## src/rtl/irq_hub_pkg.sv

```systemverilog
package irq_hub_pkg;

  typedef enum logic [1:0] {
    RD_ZERO = 2'd0,
    RD_RAW  = 2'd1,
    RD_MASK = 2'd2
  } rdSel_e;

  // Strobes passed from the decoder to the datapath.
  typedef struct packed {
    logic   setStb;
    logic   clrStb;
    rdSel_e rdSel;
    logic [2:0] wordIdx;
    logic [2:0] cpuIdx;
  } hubStrobe_t;

endpackage

```

## src/rtl/irq_hub_ctrl.sv

```systemverilog
module irq_hub_ctrl
  import irq_hub_pkg::*;
#(
  parameter int NUM_WORDS = 2,
  parameter int NUM_CPUS  = 2,
  parameter int ADDR_W    = 6,
  parameter int CPU_W     = 1
) (
  input  logic              clk,
  input  logic              rstN,
  input  logic [ADDR_W-1:0] regAddr,
  input  logic [CPU_W-1:0]  cpuSel,
  input  logic              wrEn,
  output hubStrobe_t        strobe
);

  localparam int RAW_END = NUM_WORDS;
  localparam int MSK_END = 2 * NUM_WORDS;
  localparam int SET_END = 3 * NUM_WORDS;
  localparam int CLR_END = 4 * NUM_WORDS;

  logic [31:0] idxW;
  logic        cpuOk;

  always_comb begin
    idxW  = 32'(regAddr[ADDR_W-1:2]);
    cpuOk = 32'(cpuSel) < 32'(NUM_CPUS);
    strobe         = '0;
    strobe.rdSel   = RD_ZERO;
    strobe.cpuIdx  = 3'(cpuSel);
    if (cpuOk) begin
      if (idxW < 32'(RAW_END)) begin
        strobe.rdSel   = RD_RAW;
        strobe.wordIdx = 3'(idxW);
      end else if (idxW < 32'(MSK_END)) begin
        strobe.rdSel   = RD_MASK;
        strobe.wordIdx = 3'(idxW - 32'(RAW_END));
      end else if (idxW < 32'(SET_END)) begin
        strobe.setStb  = wrEn;
        strobe.wordIdx = 3'(idxW - 32'(MSK_END));
      end else if (idxW < 32'(CLR_END)) begin
        strobe.clrStb  = wrEn;
        strobe.wordIdx = 3'(idxW - 32'(SET_END));
      end
    end
  end

  // nothing beyond the four groups may produce a strobe or a read source
  assert_no_decode_past_end_R9: assert property (@(posedge clk) disable iff (!rstN)
    (32'(regAddr[ADDR_W-1:2]) >= 32'(CLR_END)) |->
      (!strobe.setStb && !strobe.clrStb && strobe.rdSel == RD_ZERO));

  // a write strobe to the mask ports only arises from a bus write
  assert_strobe_needs_write_R8: assert property (@(posedge clk) disable iff (!rstN)
    (strobe.setStb || strobe.clrStb) |-> wrEn);

endmodule

```

## src/rtl/irq_hub_datapath.sv

```systemverilog
module irq_hub_datapath
  import irq_hub_pkg::*;
#(
  parameter int NUM_WORDS = 2,
  parameter int NUM_CPUS  = 2
) (
  input  logic                      clk,
  input  logic                      rstN,
  input  logic [NUM_WORDS*32-1:0]   srcLevel,
  input  logic [31:0]               wrData,
  input  hubStrobe_t                strobe,
  output logic [31:0]               rdData,
  output logic [NUM_CPUS-1:0]       parentIrq
);

  localparam int SRC_BITS = NUM_WORDS * 32;

  logic [31:0]         maskBank [NUM_CPUS][NUM_WORDS];
  logic [SRC_BITS-1:0] maskFlat [NUM_CPUS];
  logic                setHit   [NUM_CPUS][NUM_WORDS];
  logic                clrHit   [NUM_CPUS][NUM_WORDS];

  for (genvar c = 0; c < NUM_CPUS; c++) begin : g_cpu
    for (genvar w = 0; w < NUM_WORDS; w++) begin : g_word
      assign setHit[c][w] = strobe.setStb && (strobe.cpuIdx == 3'(c)) && (strobe.wordIdx == 3'(w));
      assign clrHit[c][w] = strobe.clrStb && (strobe.cpuIdx == 3'(c)) && (strobe.wordIdx == 3'(w));
      assign maskFlat[c][w*32 +: 32] = maskBank[c][w];

      always_ff @(posedge clk or negedge rstN) begin
        if (!rstN)             maskBank[c][w] <= '1;
        else if (setHit[c][w]) maskBank[c][w] <= maskBank[c][w] | wrData;
        else if (clrHit[c][w]) maskBank[c][w] <= maskBank[c][w] & ~wrData;
      end

      assert_set_masks_R4: assert property (@(posedge clk) disable iff (!rstN)
        setHit[c][w] |=> ((maskBank[c][w] & $past(wrData)) == $past(wrData)));

      assert_clr_unmasks_R5: assert property (@(posedge clk) disable iff (!rstN)
        clrHit[c][w] |=> ((maskBank[c][w] & $past(wrData)) == 32'h0));

      assert_mask_holds_R7: assert property (@(posedge clk) disable iff (!rstN)
        !(setHit[c][w] || clrHit[c][w]) |=> $stable(maskBank[c][w]));
    end

    always_ff @(posedge clk or negedge rstN) begin
      if (!rstN) parentIrq[c] <= 1'b0;
      else       parentIrq[c] <= |(srcLevel & ~maskFlat[c]);
    end

    assert_parent_rise_cause_R6: assert property (@(posedge clk) disable iff (!rstN)
      $rose(parentIrq[c]) |-> $past(|(srcLevel & ~maskFlat[c])));
  end

  always_comb begin
    rdData = '0;
    for (int c = 0; c < NUM_CPUS; c++) begin
      for (int w = 0; w < NUM_WORDS; w++) begin
        if (strobe.cpuIdx == 3'(c) && strobe.wordIdx == 3'(w)) begin
          if (strobe.rdSel == RD_RAW)  rdData = srcLevel[w*32 +: 32];
          if (strobe.rdSel == RD_MASK) rdData = maskBank[c][w];
        end
      end
    end
  end

  // addresses that decode to no readable group return zero
  assert_zero_read_R9: assert property (@(posedge clk) disable iff (!rstN)
    (strobe.rdSel == RD_ZERO) |-> (rdData == 32'h0));

endmodule

```

## src/rtl/irq_hub_top.sv

```systemverilog
module irq_hub_top
  import irq_hub_pkg::*;
#(
  parameter int NUM_WORDS = 2,
  parameter int NUM_CPUS  = 2,
  localparam int CPU_W    = (NUM_CPUS > 1) ? $clog2(NUM_CPUS) : 1,
  localparam int ADDR_W   = $clog2(NUM_WORDS * 16) + 1
) (
  input  logic                    clk,
  input  logic                    rstN,
  input  logic [NUM_WORDS*32-1:0] srcLevel,
  input  logic [CPU_W-1:0]        cpuSel,
  input  logic [ADDR_W-1:0]       regAddr,
  input  logic                    wrEn,
  input  logic [31:0]             wrData,
  output logic [31:0]             rdData,
  output logic [NUM_CPUS-1:0]     parentIrq
);

  hubStrobe_t strobe;

  irq_hub_ctrl #(
    .NUM_WORDS(NUM_WORDS), .NUM_CPUS(NUM_CPUS), .ADDR_W(ADDR_W), .CPU_W(CPU_W)
  ) u_ctrl (
    .clk(clk), .rstN(rstN), .regAddr(regAddr), .cpuSel(cpuSel),
    .wrEn(wrEn), .strobe(strobe)
  );

  irq_hub_datapath #(
    .NUM_WORDS(NUM_WORDS), .NUM_CPUS(NUM_CPUS)
  ) u_dp (
    .clk(clk), .rstN(rstN), .srcLevel(srcLevel), .wrData(wrData),
    .strobe(strobe), .rdData(rdData), .parentIrq(parentIrq)
  );

endmodule

```

## config.mk

```make
export PLATFORM = sky130hd
export DESIGN_NAME = irq_hub_top
export DESIGN_NICKNAME = d
export VERILOG_FILES = /design/src/rtl/irq_hub_pkg.sv /design/src/rtl/irq_hub_ctrl.sv /design/src/rtl/irq_hub_datapath.sv /design/src/rtl/irq_hub_top.sv
export SDC_FILE = /design/constraint.sdc
export NUM_CORES = 1
export LEC_CHECK = 0
export BUFFER_PORTS_ARGS = -buffer_cell sky130_fd_sc_hd__buf_2
export CORE_MARGIN = 2
export CORE_UTILIZATION = 38
export CTS_CLUSTER_DIAMETER = 120
export CTS_CLUSTER_SIZE = 12
export DETAILED_ROUTE_END_ITERATION = 6
export PLACE_DENSITY = 0.68
export SLEW_MARGIN = 20
export SYNTH_ARGS = -nofsm -noshare
export SYNTH_HDL_FRONTEND = slang
export SYNTH_SLANG_ARGS = --single-unit
export TNS_END_PERCENT = 5
```

## constraint.sdc

```tcl
create_clock -name clk -period 1.5 [get_ports clk]
set_input_delay 0.15 -clock clk [delete_from_list [all_inputs] [get_ports clk]]
set_output_delay 0.15 -clock clk [all_outputs]
set_load 0.05 [all_outputs]
```

# Word-level counts from Yosys, hierarchy flattened
# Cells that the tools add are included.
[classes]
addsub = 3
order_cmp = 4
n_eq_ne = 3
muxes = 30
bitwise_logic = 13
reduce_logical = 24
[op_table]
columns = ["cell", "count"]
rows = [
  ["two-way mux 32 bit", 20],
  ["bitwise AND 32 bit", 4],
  ["bitwise AND 64 bit", 2],
  ["NOT 64 bit", 2],
  ["OR 32 bit", 4],
  ["OR reduction 64 bit", 2],
  ["NOT 32 bit", 1],
  ["logical AND 1 bit", 16],
  ["two-way mux 3 bit", 3],
  ["less-than comparator 4 x 3 -> 1 bit (second input constant)", 2],
  ["nonzero test 2 bit", 4],
  ["zero test 3 bit", 2],
  ["two-way mux 2 bit", 3],
  ["subtractor 3 bit (second input constant)", 2],
  ["two-way mux 5 bit", 1],
  ["less-than comparator 4 x 2 -> 1 bit (second input constant)", 1],
  ["less-than comparator 4 bit (second input constant)", 1],
  ["equality test 3 x 1 -> 1 bit (second input constant)", 1],
  ["two-way mux 1 bit", 3],
  ["subtractor 3 x 2 -> 3 bit (second input constant)", 1],
  ["equality test 2 x 1 -> 1 bit (second input constant)", 1],
  ["equality test 2 bit (second input constant)", 1],
]
[totals]
reg_bits = 130
in_bits = 106
out_inout_bits = 34
elab_cells = 83

# Depth between registers and ports, before layout
[logic_depth]
word_depth = 18
ltp_mapped = 7
depth_no_buf = 4

# By module
# A second synthesis with hierarchy kept.
[hier_totals]
hier_cells = 890
area_unflattened_um2 = 8590.7
[modules_own_cells]
columns = ["module", "instances", "cells_each", "area_each_um2", "seq_area_each_um2"]
rows = [
  ["irq_hub_datapath", 1, 879, 8504.4, 3413.3],
  ["irq_hub_ctrl", 1, 11, 86.3, 0.0],
]

# Least setup slack after synthesis
# Ideal clock, no wire load.
[synth_timing]
kind = "input to output"
from = "input regAddr[3]"
to = "output rdData[17]"
arrival_ps = 2213
required_time_ps = 1350
path_slack_ps = -863
path_stages = 5
n_path_buf = 3
cell_sequence = "clkbuf_1 -> buf_2 -> clkbuf_1 -> o21ai_0 -> o32ai_1"
[synth_via]
elab_chain_cells = 17
elab_cells_between_ends = 32
cone_classes = "add/sub: 3; order compare: 4; eq/ne: 3; mux: 17; reduce/logical: 5"
[synth_rtl]
columns = ["element", "line_no", "text"]
rows = [
  ["from (decl)", "irq_hub_top.sv:13", "input logic [ADDR_W-1:0] regAddr,"],
  ["less-than comparator 4 bit or subtractor 3 bit (tied branches)", "irq_hub_ctrl.sv:41, irq_hub_ctrl.sv:43", ""],
  ["two-way mux 3 bit", "irq_hub_ctrl.sv:41", "end else if (idxW < 32'(CLR_END)) begin"],
  ["two-way mux 3 bit", "irq_hub_ctrl.sv:38", "end else if (idxW < 32'(SET_END)) begin"],
  ["two-way mux 3 bit", "irq_hub_ctrl.sv:35", "end else if (idxW < 32'(MSK_END)) begin"],
  ["two-way mux 5 bit (*)", "irq_hub_ctrl.sv:32", "if (idxW < 32'(RAW_END)) begin"],
  ["zero test 3 bit", "irq_hub_datapath.sv:58", "if (strobe.cpuIdx == 3'(c) && strobe.wordIdx == 3'(w)) begin"],
  ["logical AND 1 bit", "irq_hub_datapath.sv:58", ""],
  ["two-way mux 32 bit", "irq_hub_datapath.sv:58", ""],
  ["two-way mux 32 bit", "irq_hub_datapath.sv:59", "if (strobe.rdSel == RD_RAW) rdData = srcLevel[w*32 +: 32];"],
  ["two-way mux 32 bit", "irq_hub_datapath.sv:60", "if (strobe.rdSel == RD_MASK) rdData = maskBank[c][w];"],
  ["two-way mux 32 bit", "irq_hub_datapath.sv:58", ""],
  ["two-way mux 32 bit", "irq_hub_datapath.sv:59", ""],
  ["two-way mux 32 bit", "irq_hub_datapath.sv:60", ""],
  ["two-way mux 32 bit", "irq_hub_datapath.sv:58", ""],
  ["two-way mux 32 bit", "irq_hub_datapath.sv:59", ""],
  ["two-way mux 32 bit", "irq_hub_datapath.sv:60", ""],
  ["two-way mux 32 bit (*)", "irq_hub_datapath.sv:58", ""],
  ["to (decl)", "irq_hub_top.sv:16", "output logic [31:0] rdData,"],
]
# Every way passes the cells marked *; elsewhere a longest branch is shown, timed or not.

==> impl_metrics.env <==
export IMPL_status="complete, but fails checks"
export IMPL_violations="negative setup slack"
export IMPL_path_cells="mux2i_1, mux4_2, nor2_4, buf_6"
export IMPL_ys_top_cells_by_area="dfstp_2 (41%), mux2_2 (12%), nand2b_1 (7.6%)"
export IMPL_dieArea_sq_um=22710
export IMPL_multi_input_area_sq_um=4969
export IMPL_drv_cap=0
export IMPL_cts_htree_levels=4
export IMPL_yosys_area_share_simple=0.1931
export IMPL_portBuffers=137
export IMPL_start_util=0.3877
export IMPL_powerDensity_nw_per_um2=1113
export IMPL_gp_congestion=0.9223
export IMPL_hold_class="primary input to flip-flop"
export IMPL_seqCellArea_sq_um=3413
export IMPL_synth_top_family_by_area="multiplexers"
export IMPL_syn_avg_cell_area_sq_um=9.935
export IMPL_final_hold_violation_count=0
export IMPL_nNetsFinal=1148
export IMPL_synth_top_area_share=0.4113
export IMPL_dp_hpwl_mm=22.72
export IMPL_cp_max_fo=2
export IMPL_wirelength_mm=30.15
export IMPL_ys_async_sr_fraction=1.000
export IMPL_ys_seq_area_frac=0.4174
export IMPL_start_kind="flip-flop"
export IMPL_firstDrtPassIters=5
export IMPL_grt_pass1_vias=7544
export IMPL_slowest_stage="dfstp_2"
export IMPL_cts_setup_buffers=0
export IMPL_maxSlewHeadroom=0.5744
export IMPL_tightest_slew_ps=638.4
export IMPL_synth_compound_area_frac=0.1169
export IMPL_cts_max_path_buffers=2
export IMPL_syn_inst=823
export IMPL_vias=7545
export IMPL_synthMuxAreaShare=0.2309
export IMPL_overflow=0
export IMPL_maxSlewViolCount=0
export IMPL_core_area_sq_um=21090
export IMPL_io_pins=140
export IMPL_path_class="flip-flop to output pin"
export IMPL_finalSetupTns_ps=-8332
export IMPL_drt_iter0_drc=566
export IMPL_design_area_sq_um=11350
export IMPL_via_per_inst=5.669
export IMPL_netlist_area_sq_um=8177
export IMPL_max_stage_delay_ps=540
export IMPL_p_leak_uw=0.004725
export IMPL_synth_ff_type="dfstp_2"
export IMPL_place_area_sq_um=10310
export IMPL_ys_ff_latch=130
export IMPL_ys_types=44
export IMPL_cp_required_ps=1350
export IMPL_setup_viol=34
export IMPL_clock_latency_ps=440
export IMPL_finalCritPeriodShare=1.335
export IMPL_ir_drop_mv=0.8319
export IMPL_synth_edff_count=0
export IMPL_ys_warn_count=0
export IMPL_num_fill_cells=1848
export IMPL_layout_drive_gt1_share=0.5450
export IMPL_crit_path_end_kind="output pin"
export IMPL_wl_per_cell_microns=22.65
export IMPL_synthTopCellsByCount="nand2_1 (154), dfstp_2 (128), nand2b_1 (99)"
export IMPL_synth_fa_ha_area_frac=0
export IMPL_antenna_found_initial=2
export IMPL_track_usage=0.2711
export IMPL_cts_made_buffers=17
export IMPL_num_rows=53
export IMPL_fin_ws_ps=-502.3
export IMPL_area_growth_pct=38.87
export IMPL_synth_xor_area_frac=0
export IMPL_yosysMostFrequentCell="nand2_1"
export IMPL_period_needed_ps=2002
export IMPL_hold_depth=3
export IMPL_arrival_ps=1850
export IMPL_power_total_uw=12640
export IMPL_grt_pass1_wl_mm=44.92
export IMPL_die_h_microns=150.7
export IMPL_synthesis_nets=929
export IMPL_place_ws_ps=-372.0
export IMPL_r2r_cells=5
export IMPL_fmax_mhz=499.4
export IMPL_cts_root_buf="clkbuf_16"
export IMPL_rsz0062_at_grt="yes"
export IMPL_cts_tree="done"
export IMPL_die_w_microns=150.7
export IMPL_grt_max_degree=111
export IMPL_drc=0
export IMPL_cts_sinks=130
export IMPL_clk_pin_slew_worst_paths_ps=60
export IMPL_yosysTopAreaCell="dfstp_2"
export IMPL_drtAntennaViolNets=0
export IMPL_skew_ps=5.280
-- stage by stage --
stage / std cells / hold WS (ps) / utilization
2_1_floorplan: 823 / -145.6 / -
3_3_place_gp: 1297 / 300.9 / 0.4891
3_5_place_dp: 1297 / 316.0 / 0.4891
4_1_cts: 1330 / 45.72 / 0.5332
5_1_grt: 1331 / 61.00 / 0.5384
6_report: 1331 / 55.41 / 0.5384
-- area by class of cell --
| type | count | share of cell area |
|---|---|---|
| tap | 275 | 0.03030 |
| multi-input combinational | 616 | 0.4376 |
| clock buffer | 20 | 0.04022 |
| timing repair buffer | 256 | 0.1723 |
| sequential | 130 | 0.3006 |
| inverter | 21 | 0.007052 |
| antenna | 1 | 0.0002204 |
| clock inverter | 12 | 0.01168 |
-- cells by family (layout without fill, tap and decap cells) --
kind of cell	after synthesis	in the layout
compound gates	128	128
buf+inv	77	309
flops	130	130
mux	170	170
other cells	0	1
simple gates	318	318
-- worst paths after layout --
path / slack, ps / endpoint / from
min in group asynchronous: 410 / u_dp.parentIrq[0] / rstN
max in group asynchronous: 680 / u_dp.parentIrq[1] / rstN
min reg2reg: 620 / flip-flop / flip-flop
max reg2reg: -100 / u_dp.parentIrq[1] / flip-flop
max: -500 / rdData[25] / flip-flop
min: 60 / flip-flop / wrData[17]
-- layer usage --
layer,GRT usage,vias to the layer above,part of all wire
met5,0,-,0.00036
met4,0.1112,2,0.037
met3,0.06455,62,0.080
met2,0.4382,327,0.47
met1,0.3492,3768,0.41
li1,-,3386,-
-- where the power goes --
| group | internal, uW | total (uW) | switching, uW | leakage, uW |
|---|---|---|---|---|
| clock network | 2530 | 4200 | 1670 | 0.000282 |
| logic | 1620 | 3280 | 1660 | 0.00309 |
| registers | 4680 | 5160 | 476 | 0.00135 |
| total | 8840 | 12600 | 3800 | 0.00472 |
-- placed cells by master, fill, tap and decap left out, types with 28 or more instances in the layout --
cell type,n
mux2_1,45
mux2_2,84
buf_4,104
buf_6,28
nand2_1,154
nand2b_1,93
mux2i_1,39
dfstp_2,128
buf_2,104
o2111ai_1,31
-- worst max-delay path, delay by kind of cell, from the launching register on --
kind | cells | cell delay [ps]
muxes | 2 | 610
buffers and inverters | 1 | 160
DFF | 1 | 540
and+or+nand+nor | 1 | 110
-- timing repair --
item                       CTS  global route
hold buffers                 1             0
hold endpoints to repair    22             0
pin swaps                   20             2
setup endpoints to repair   34            34
gates resized for setup     98            22
No activity file was read; power rests on OpenSTA's default activity.
